==> config.mk <==
export PLATFORM = sky130hd
export DESIGN_NAME = q31_rndsat_mul
export DESIGN_NICKNAME = d
export VERILOG_FILES = /design/src/rtl/q31m_pkg.sv /design/src/rtl/q31_frac_mul.sv /design/src/rtl/q31_res_reg.sv /design/src/rtl/q31_dsp_ctl.sv /design/src/rtl/q31_rndsat_mul.sv
export SDC_FILE = /design/constraint.sdc
export NUM_CORES = 2
export LEC_CHECK = 0
export ABC_AREA = 1
export BUFFER_PORTS_ARGS = -buffer_cell sky130_fd_sc_hd__buf_2
export CAP_MARGIN = 10
export CORE_AREA = 2 2 296 298
export CTS_CLUSTER_DIAMETER = 120
export CTS_CLUSTER_SIZE = 16
export DETAILED_ROUTE_END_ITERATION = 8
export DIE_AREA = 0 0 298 300
export GPL_TIMING_DRIVEN = 0
export PLACE_DENSITY = 0.78
export SYNTH_ARGS = -nofsm -noshare
export SYNTH_HDL_FRONTEND = slang
export SYNTH_SLANG_ARGS = --single-unit
==> constraint.sdc <==
create_clock -name clk -period 1.3 [get_ports clk]
set_clock_uncertainty 0.1 [all_clocks]
set_input_delay 0.13 -clock clk [delete_from_list [all_inputs] [get_ports clk]]
set_output_delay 0.13 -clock clk [all_outputs]
set_load 0.02 [all_outputs]
==> src/rtl/q31m_pkg.sv <==
`timescale 1ns/1ps
package q31m_pkg;
  localparam int unsigned OPND_W    = 64;
  localparam int unsigned FRAC_W    = 32;
  localparam int unsigned CTLREG_W  = 32;
  localparam int unsigned OVF_BIT   = 21;

  // most negative and most positive fraction for a given width
  function automatic logic [FRAC_W-1:0] q_min();
    return {1'b1, {(FRAC_W-1){1'b0}}};
  endfunction

  function automatic logic [FRAC_W-1:0] q_max();
    return {1'b0, {(FRAC_W-1){1'b1}}};
  endfunction
endpackage

==> src/rtl/q31_frac_mul.sv <==
`timescale 1ns/1ps
module q31_frac_mul #(
  parameter int unsigned Q_W = 32
) (
  input  logic [Q_W-1:0] a_w,
  input  logic [Q_W-1:0] b_w,
  output logic [Q_W-1:0] res_w,
  output logic           sat_hit
);
  localparam int unsigned PROD_W = 2 * Q_W;
  localparam logic [Q_W-1:0]    MIN_V  = {1'b1, {(Q_W-1){1'b0}}};
  localparam logic [Q_W-1:0]    MAX_V  = {1'b0, {(Q_W-1){1'b1}}};
  localparam logic [PROD_W-1:0] HALF_V = {{(Q_W){1'b0}}, 1'b1, {(Q_W-1){1'b0}}};

  logic signed [Q_W-1:0]    a_s;
  logic signed [Q_W-1:0]    b_s;
  logic signed [PROD_W-1:0] prod;
  logic [PROD_W-1:0]        aligned;
  logic [PROD_W-1:0]        rounded;
  logic                     both_min;
  logic                     unused_low;

  always_comb begin
    a_s      = a_w;
    b_s      = b_w;
    prod     = PROD_W'(a_s) * PROD_W'(b_s);
    aligned  = {prod[PROD_W-2:0], 1'b0};
    rounded  = aligned + HALF_V;
    both_min = (a_w == MIN_V) && (b_w == MIN_V);
  end

  always_comb begin
    if (both_min) begin
      res_w = MAX_V;
    end else begin
      res_w = rounded[PROD_W-1:Q_W];
    end
    sat_hit = both_min;
  end

  assign unused_low = ^{rounded[Q_W-1:0], prod[PROD_W-1]};
endmodule

==> src/rtl/q31_res_reg.sv <==
`timescale 1ns/1ps
module q31_res_reg #(
  parameter int unsigned DATA_W = 64,
  parameter int unsigned Q_W    = 32
) (
  input  logic              clk,
  input  logic              rst_n,
  input  logic              in_valid,
  input  logic [Q_W-1:0]    res_w,
  output logic              out_valid,
  output logic [DATA_W-1:0] rd_res
);
  localparam int unsigned EXT_W = DATA_W - Q_W;

  logic           vld_q;
  logic           vld_nxt;
  logic [Q_W-1:0] word_q;
  logic [Q_W-1:0] word_nxt;
  logic           word_en;

  always_comb begin
    vld_nxt  = in_valid;
    word_en  = in_valid;
    word_nxt = word_en ? res_w : word_q;
  end

  always_ff @(posedge clk or negedge rst_n) begin
    if (!rst_n) begin
      vld_q  <= 1'b0;
      word_q <= '0;
    end else begin
      vld_q  <= vld_nxt;
      word_q <= word_nxt;
    end
  end

  assign out_valid          = vld_q;
  assign rd_res[Q_W-1:0]    = word_q;

  for (genvar gi = 0; gi < EXT_W; gi++) begin : g_sext
    assign rd_res[Q_W+gi] = word_q[Q_W-1];
  end
endmodule

==> src/rtl/q31_dsp_ctl.sv <==
`timescale 1ns/1ps
module q31_dsp_ctl #(
  parameter int unsigned CTL_W    = 32,
  parameter int unsigned FLAG_POS = 21
) (
  input  logic             clk,
  input  logic             rst_n,
  input  logic             wr_en,
  input  logic [CTL_W-1:0] wr_data,
  input  logic             sat_fire,
  output logic [CTL_W-1:0] ctl_q
);
  logic [CTL_W-1:0] ctl_nxt;

  for (genvar gb = 0; gb < CTL_W; gb++) begin : g_bit
    if (gb == FLAG_POS) begin : g_sticky
      // set from the datapath overrides a software write
      always_comb begin
        if (sat_fire) begin
          ctl_nxt[gb] = 1'b1;
        end else if (wr_en) begin
          ctl_nxt[gb] = wr_data[gb];
        end else begin
          ctl_nxt[gb] = ctl_q[gb];
        end
      end
    end else begin : g_plain
      always_comb begin
        if (wr_en) begin
          ctl_nxt[gb] = wr_data[gb];
        end else begin
          ctl_nxt[gb] = ctl_q[gb];
        end
      end
    end
  end

  always_ff @(posedge clk or negedge rst_n) begin
    if (!rst_n) begin
      ctl_q <= '0;
    end else begin
      ctl_q <= ctl_nxt;
    end
  end
endmodule

==> src/rtl/q31_rndsat_mul.sv <==
`timescale 1ns/1ps
module q31_rndsat_mul #(
  parameter int unsigned DATA_W   = q31m_pkg::OPND_W,
  parameter int unsigned Q_W      = q31m_pkg::FRAC_W,
  parameter int unsigned CTL_W    = q31m_pkg::CTLREG_W,
  parameter int unsigned FLAG_POS = q31m_pkg::OVF_BIT
) (
  input  logic              clk,
  input  logic              rst_n,
  input  logic              in_valid,
  input  logic [DATA_W-1:0] rs_opnd,
  input  logic [DATA_W-1:0] rt_opnd,
  input  logic              ctl_wr_en,
  input  logic [CTL_W-1:0]  ctl_wr_data,
  output logic              out_valid,
  output logic [DATA_W-1:0] rd_res,
  output logic [CTL_W-1:0]  ctl_rd_data
);
  logic [Q_W-1:0] res_w;
  logic           sat_hit;
  logic           sat_fire;
  logic           unused_hi;

  q31_frac_mul #(.Q_W(Q_W)) u_mul (
    .a_w     (rs_opnd[Q_W-1:0]),
    .b_w     (rt_opnd[Q_W-1:0]),
    .res_w   (res_w),
    .sat_hit (sat_hit)
  );

  assign sat_fire  = in_valid & sat_hit;
  assign unused_hi = ^{rs_opnd[DATA_W-1:Q_W], rt_opnd[DATA_W-1:Q_W]};

  q31_res_reg #(.DATA_W(DATA_W), .Q_W(Q_W)) u_res (
    .clk       (clk),
    .rst_n     (rst_n),
    .in_valid  (in_valid),
    .res_w     (res_w),
    .out_valid (out_valid),
    .rd_res    (rd_res)
  );

  q31_dsp_ctl #(.CTL_W(CTL_W), .FLAG_POS(FLAG_POS)) u_ctl (
    .clk      (clk),
    .rst_n    (rst_n),
    .wr_en    (ctl_wr_en),
    .wr_data  (ctl_wr_data),
    .sat_fire (sat_fire),
    .ctl_q    (ctl_rd_data)
  );
endmodule

Word level (Yosys, flattened, before mapping)
Index checks and enable logic that the tools add are counted.

operators by class
  add/subtract/negate cells = 1
  multipliers = 1
  equal/unequal tests = 2
  muxes and demuxes = 3
  bitwise gates (word level) = 1
  reductions and logical operators = 2

operators by type and width
  cell                                             number
  adder 64 x 32 -> 64 bit (second input constant)  1
  == test 32 bit (second input constant)           2
  multiplier 32 x 32 -> 63 bit                     1
  two-way mux 32 bit                               1
  two-way mux 1 bit                                2
  nonzero test 2 bit                               1
  bitwise AND 1 bit                                1
  logical AND 1 bit                                1

storage, ports and cells
  flip-flop bits (word level) = 65
  input bits = 164
  output and inout bits = 97
  word-level logic and storage cells = 14

Logic depth before layout (Yosys ltp)
  word-level depth = 4
  depth in mapped cells = 42
  depth with buffers taken out = 40

Hierarchy
Synthesis repeated with hierarchy kept, for this count alone.

unflattened totals
  cell total of the unflattened synthesis = 5,572
  area, all modules = 42,413.2 um2

by module, submodules not included
  module          times used  cells each  area an instance (um2)  sequential area each (um2)
  q31_frac_mul    1           5,264       39,550.4                0.0
  q31_res_reg     1           169         1,557.7                 825.8
  q31_dsp_ctl     1           137         1,297.5                 800.8
  q31_rndsat_mul  1           2           7.5                     0.0

Worst setup path before layout
OpenSTA, ideal clock, no wires.

  kind = input-to-reg
  start = in rs_opnd[31]
  end = reg u_res.word_q[27]
  library setup time = 0.117 ns
  arrival time = 7.873 ns
  required time = 1.083 ns
  setup slack = -6.790 ns
  stages on the path = 36
  buffers on the path = 3
  cells stage by stage = clkbuf_1 > clkbuf_1 > buf_1 > nand2_1 > inv_1 > fa_1 > fa_1 > fa_1 > inv_1 > fa_1 > inv_1 > fa_1 > fa_1 > inv_1 > fa_1 > inv_1 > fa_1 > ha_1 > nand2_1 > nor2_1 > inv_1 > nor2_1 > nand2_1 > nand3b_1 > nand2_1 > nand2_1 > nand2_1 > nand2_1 > nor2_1 > nand2_1 > nor2_1 > nand2_1 > nand2_1 > nand3_1 > nand2_1 > nand2_1

on the way
  word-level cells in the longest chain between the ends = 3
  elaborated cells on any way between the ends = 5
  classes of those cells = add/sub (1); mul (1); eq/ne (1); mux (1); reduce/logical (1)

RTL lines
  item                                                            RTL line                                source
  start, declared                                                 q31_rndsat_mul.sv:11                    input logic [DATA_W-1:0] rs_opnd,
  multiplier 32 x 32 -> 63 bit or == test 32 bit (tied branches)  q31_frac_mul.sv:26, q31_frac_mul.sv:29
  adder 64 x 32 -> 64 bit or logical AND 1 bit (tied branches)    q31_frac_mul.sv:28, q31_frac_mul.sv:29
  two-way mux 32 bit (*)                                          q31_frac_mul.sv:33                      if (both_min) begin
  end signal, assigned                                            q31_res_reg.sv:33                       word_q <= word_nxt;
  end, declared                                                   q31_res_reg.sv:17                       logic [Q_W-1:0] word_q;

Mark *: on every way between the ends. The rest lies on a longest branch, timed or not.
A chain may end at the register's enable or synchronous reset.

Worst setup path in the final report
  start = in rs_opnd[31]
  end = reg u_res.word_q[17]

Same word-level chain as after synthesis.

==> results.ini <==
[run_status]
outcome = finished, violations left
failed_checks = setup timing

[cts]
clock_latency_ns = 0.33
clk_path_buf_depth = 2
clkSinkCount = 65
number_of_clock_buffers_inserted_by_tritoncts = 9
cts_max_level = 3
cts_root_buf = clkbuf_16
clkSlewWorstSetupHoldPaths_ns = 0.06
tritoncts = done

[drt]
dr.max_layer_used = met5
drt-total-wl_um = 173000
m1WireLength_um = 59200
routedWlPerCell_um = 24.0
drc_errors = 0
route.met2.wl_um = 74800
ant_nets = 0
drt_first_iter_violations = 4650
drt-vias-per-instance = 5.45
met3WireLength_um = 23000
drt_pass1_iterations = 8
vias = 39300

[placed_design]
dp.final_hpwl_um = 137000
io_buffer_count = 134
gp_congestion = 1.07
postPlaceCellArea_um2 = 46700

[sta]
fmaxAchievable_ghz = 0.130
tightest_slew_ns = 1.39
max_slew_headroom_pct = 6.50
setup_viol = 66
timing.final.hold_violations = 0
grt_setup_unrepaired = yes
report.final.slew_viol_count = 0
min_period_over_period_pct = 594
setup_ws_ns = -6.42
timing.final.crit_period_ns = 7.72

[logic_synthesis]
ys.flop_type = dfrtp_1
synth_fa_ha_area_share_pct = 55.4
synth_compound_gate_area_share_pct = 1.36
synth_enable_flop_cells = 0
synth_nets = 7053
syn-instance-count = 5638
distinct_cell_type_count_of_the_synthesized_netlist = 42
synth_area_leaders = fa_1 (50%), inv_1 (15%), nand2_1 (15%), ha_1 (5.2%), dfrtp_1 (3.8%)
ys_seq_elements = 65
synth_mux_area_share_pct = 0.840
synth_simple_gate_area_share_pct = 20.0
synth_seq_area_share_pct = 3.80
synth_top_family_by_area = adder cells
proportion_of_register_bits_with_asynchronous_set_or_reset_after_synthesis_pct = 100
synth_area_leader = fa_1
ys_warn_count = 0
post_synth_instance_area_um2 = 42800
post_synth.cell_area_avg_um2 = 7.59
yosys-top-cells-count = inv_1 (1744), nand2_1 (1688), fa_1 (1072)
xor_xnor_share_of_the_synthesized_area_pct = 0.389
yosys.cell_count.top_type = inv_1
synthDominantCellAreaShare_pct = 50.2

[setup_path]
critical_path.most_common_cell = fa_1
data_required_time_of_the_critical_path_ns = 1.43
cp_slowest_stage_delay_ns = 0.71
crit_type = input pin to flop
cp-end-kind = flop
timing.critical_path.from_type = input pin
critical_path.max_fanout = 7
crit_arrival_ns = 7.84
critical_path.slowest_cell = fa_2

[grt]
grt_pass1_vias = 40700
gr-total-overflow = 0
grt_start_max_net_pins = 41
antenna_found_initial = 11
globalRouteTotalUtil_pct = 38.5
grt_pass1_wl_um = 251000

[die]
initial_utilization_pct = 49.6
boundaryPins = 261
rows = 108
placeableCoreArea_um2 = 86200
die-height_um = 300
floorplan.die_area_um2 = 89400
die-width_um = 298

[finish]
fin_nets = 7457
fillerInstances = 7339
layout-area-overhead-vs-synth_pct = 24.5
final_design_area_no_fill_um2 = 53300
drive_above_1_share_pct = 20.8
seqCellArea_um2 = 1630
multi_input_comb_area_um2 = 35900

[worst_hold_path]
hold_path.class = input pin to flop

[job]
maxCapViolations = 0

[sequential cells by signal, indices dropped and copies added (netlist names)]
name and flops:
u_ctl.ctl_q 32, u_res.word_q 32, u_res.out_valid 1
[through the flow]
stage	instances	hold slack (ns)	TNS, ns	utilization (%)	worst slack, ns
after floorplan	5638	-0.266	-180.55	-	-6.15
after global placement	6927	0.242	-245.68	54.2	-7.64
after detailed placement	6928	0.0786	-236.06	54.2	-7.77
after CTS	7124	0.0841	-198.88	59.7	-6.35
after global routing	7202	0.111	-210.20	61.8	-6.61
final	7209	0.0960	-203.90	61.8	-6.42
[area by class of cell]
class	instances	area share, %
multi-input combinational	3529	67.4
buffer	294	7.57
clock inverter	4	0.0963
antenna	8	0.0376
tap	1155	2.71
timing repair buffer	394	6.18
inverter	1749	12.5
sequential	65	3.06
clock buffer	11	0.474
[worst max-delay path, delay by kind of cell]
kind	cells	cell delay (ns)
AO/OA/AOI/OAI	1	0.10
adder cells (fa/ha/maj)	9	4.70
AND/OR/NAND/NOR	16	1.63
buffers and inverters	12	1.26
[cells in the final DEF, fill, tap and decap left out, drive strengths merged, types with 2 or more instances in the layout]
| cell | instances |
|---|---|
| a21oi | 63 |
| a31oi | 3 |
| and2 | 2 |
| buf | 423 |
| clkbuf | 242 |
| clkinv | 4 |
| clkinvlp | 6 |
| dfrtp | 65 |
| diode | 8 |
| dlygate4sd3 | 34 |
| fa | 1072 |
| ha | 179 |
| inv | 1742 |
| mux2 | 31 |
| nand2 | 1706 |
| nand3 | 126 |
| nand3b | 8 |
| nand4 | 34 |
| nor2 | 190 |
| nor3 | 14 |
| nor4 | 31 |
| o21ai | 34 |
| o21bai | 4 |
| o22ai | 4 |
| or2 | 4 |
| xnor2 | 7 |
| xor2 | 12 |
[kinds of logic after synthesis]
logic type	after synthesis
buffers and inverters	2044
xor gates and xnor gates	19
adders and majority gates	1251
AOI/OAI and AO/OA	111
DFF	65
and+or+nand+nor	2116
muxes	32
[routing by layer]
layer  GRT usage (%)  vias up
li1                -    16400
met5           0.582        -
met4            26.6       10
met2            58.6     2691
met3            11.8      779
met1            46.9    19400
[worst paths after layout]
check	slack, ns	from	to	depth (start not counted)
min in group asynchronous	0.26	rst_n	u_res.out_valid	2
max in group asynchronous	0.20	rst_n	u_res.word_q[24]	3
min reg2reg	0.38	u_res.word_q[21]	u_res.word_q[21]	2
max reg2reg	0.21	u_res.word_q[31]	u_res.word_q[31]	3
max	-6.42	rs_opnd[31]	u_res.word_q[17]	38
min	0.1	in_valid	u_res.word_q[19]	4
[timing repair]
action | 4_1_cts | 5_1_grt
endpoints found under the setup margin | 66 | 66
gates resized for setup | 663 | 346
hold buffers | 34 | 0
cloned | 0 | 6
buffers inserted | 147 | 73
hold endpoints to repair | 58 | 0
pin swaps | 174 | 132
Power is not shown: default switching activity piles up to over one toggle a cycle in this logic, so the estimate is an artifact.
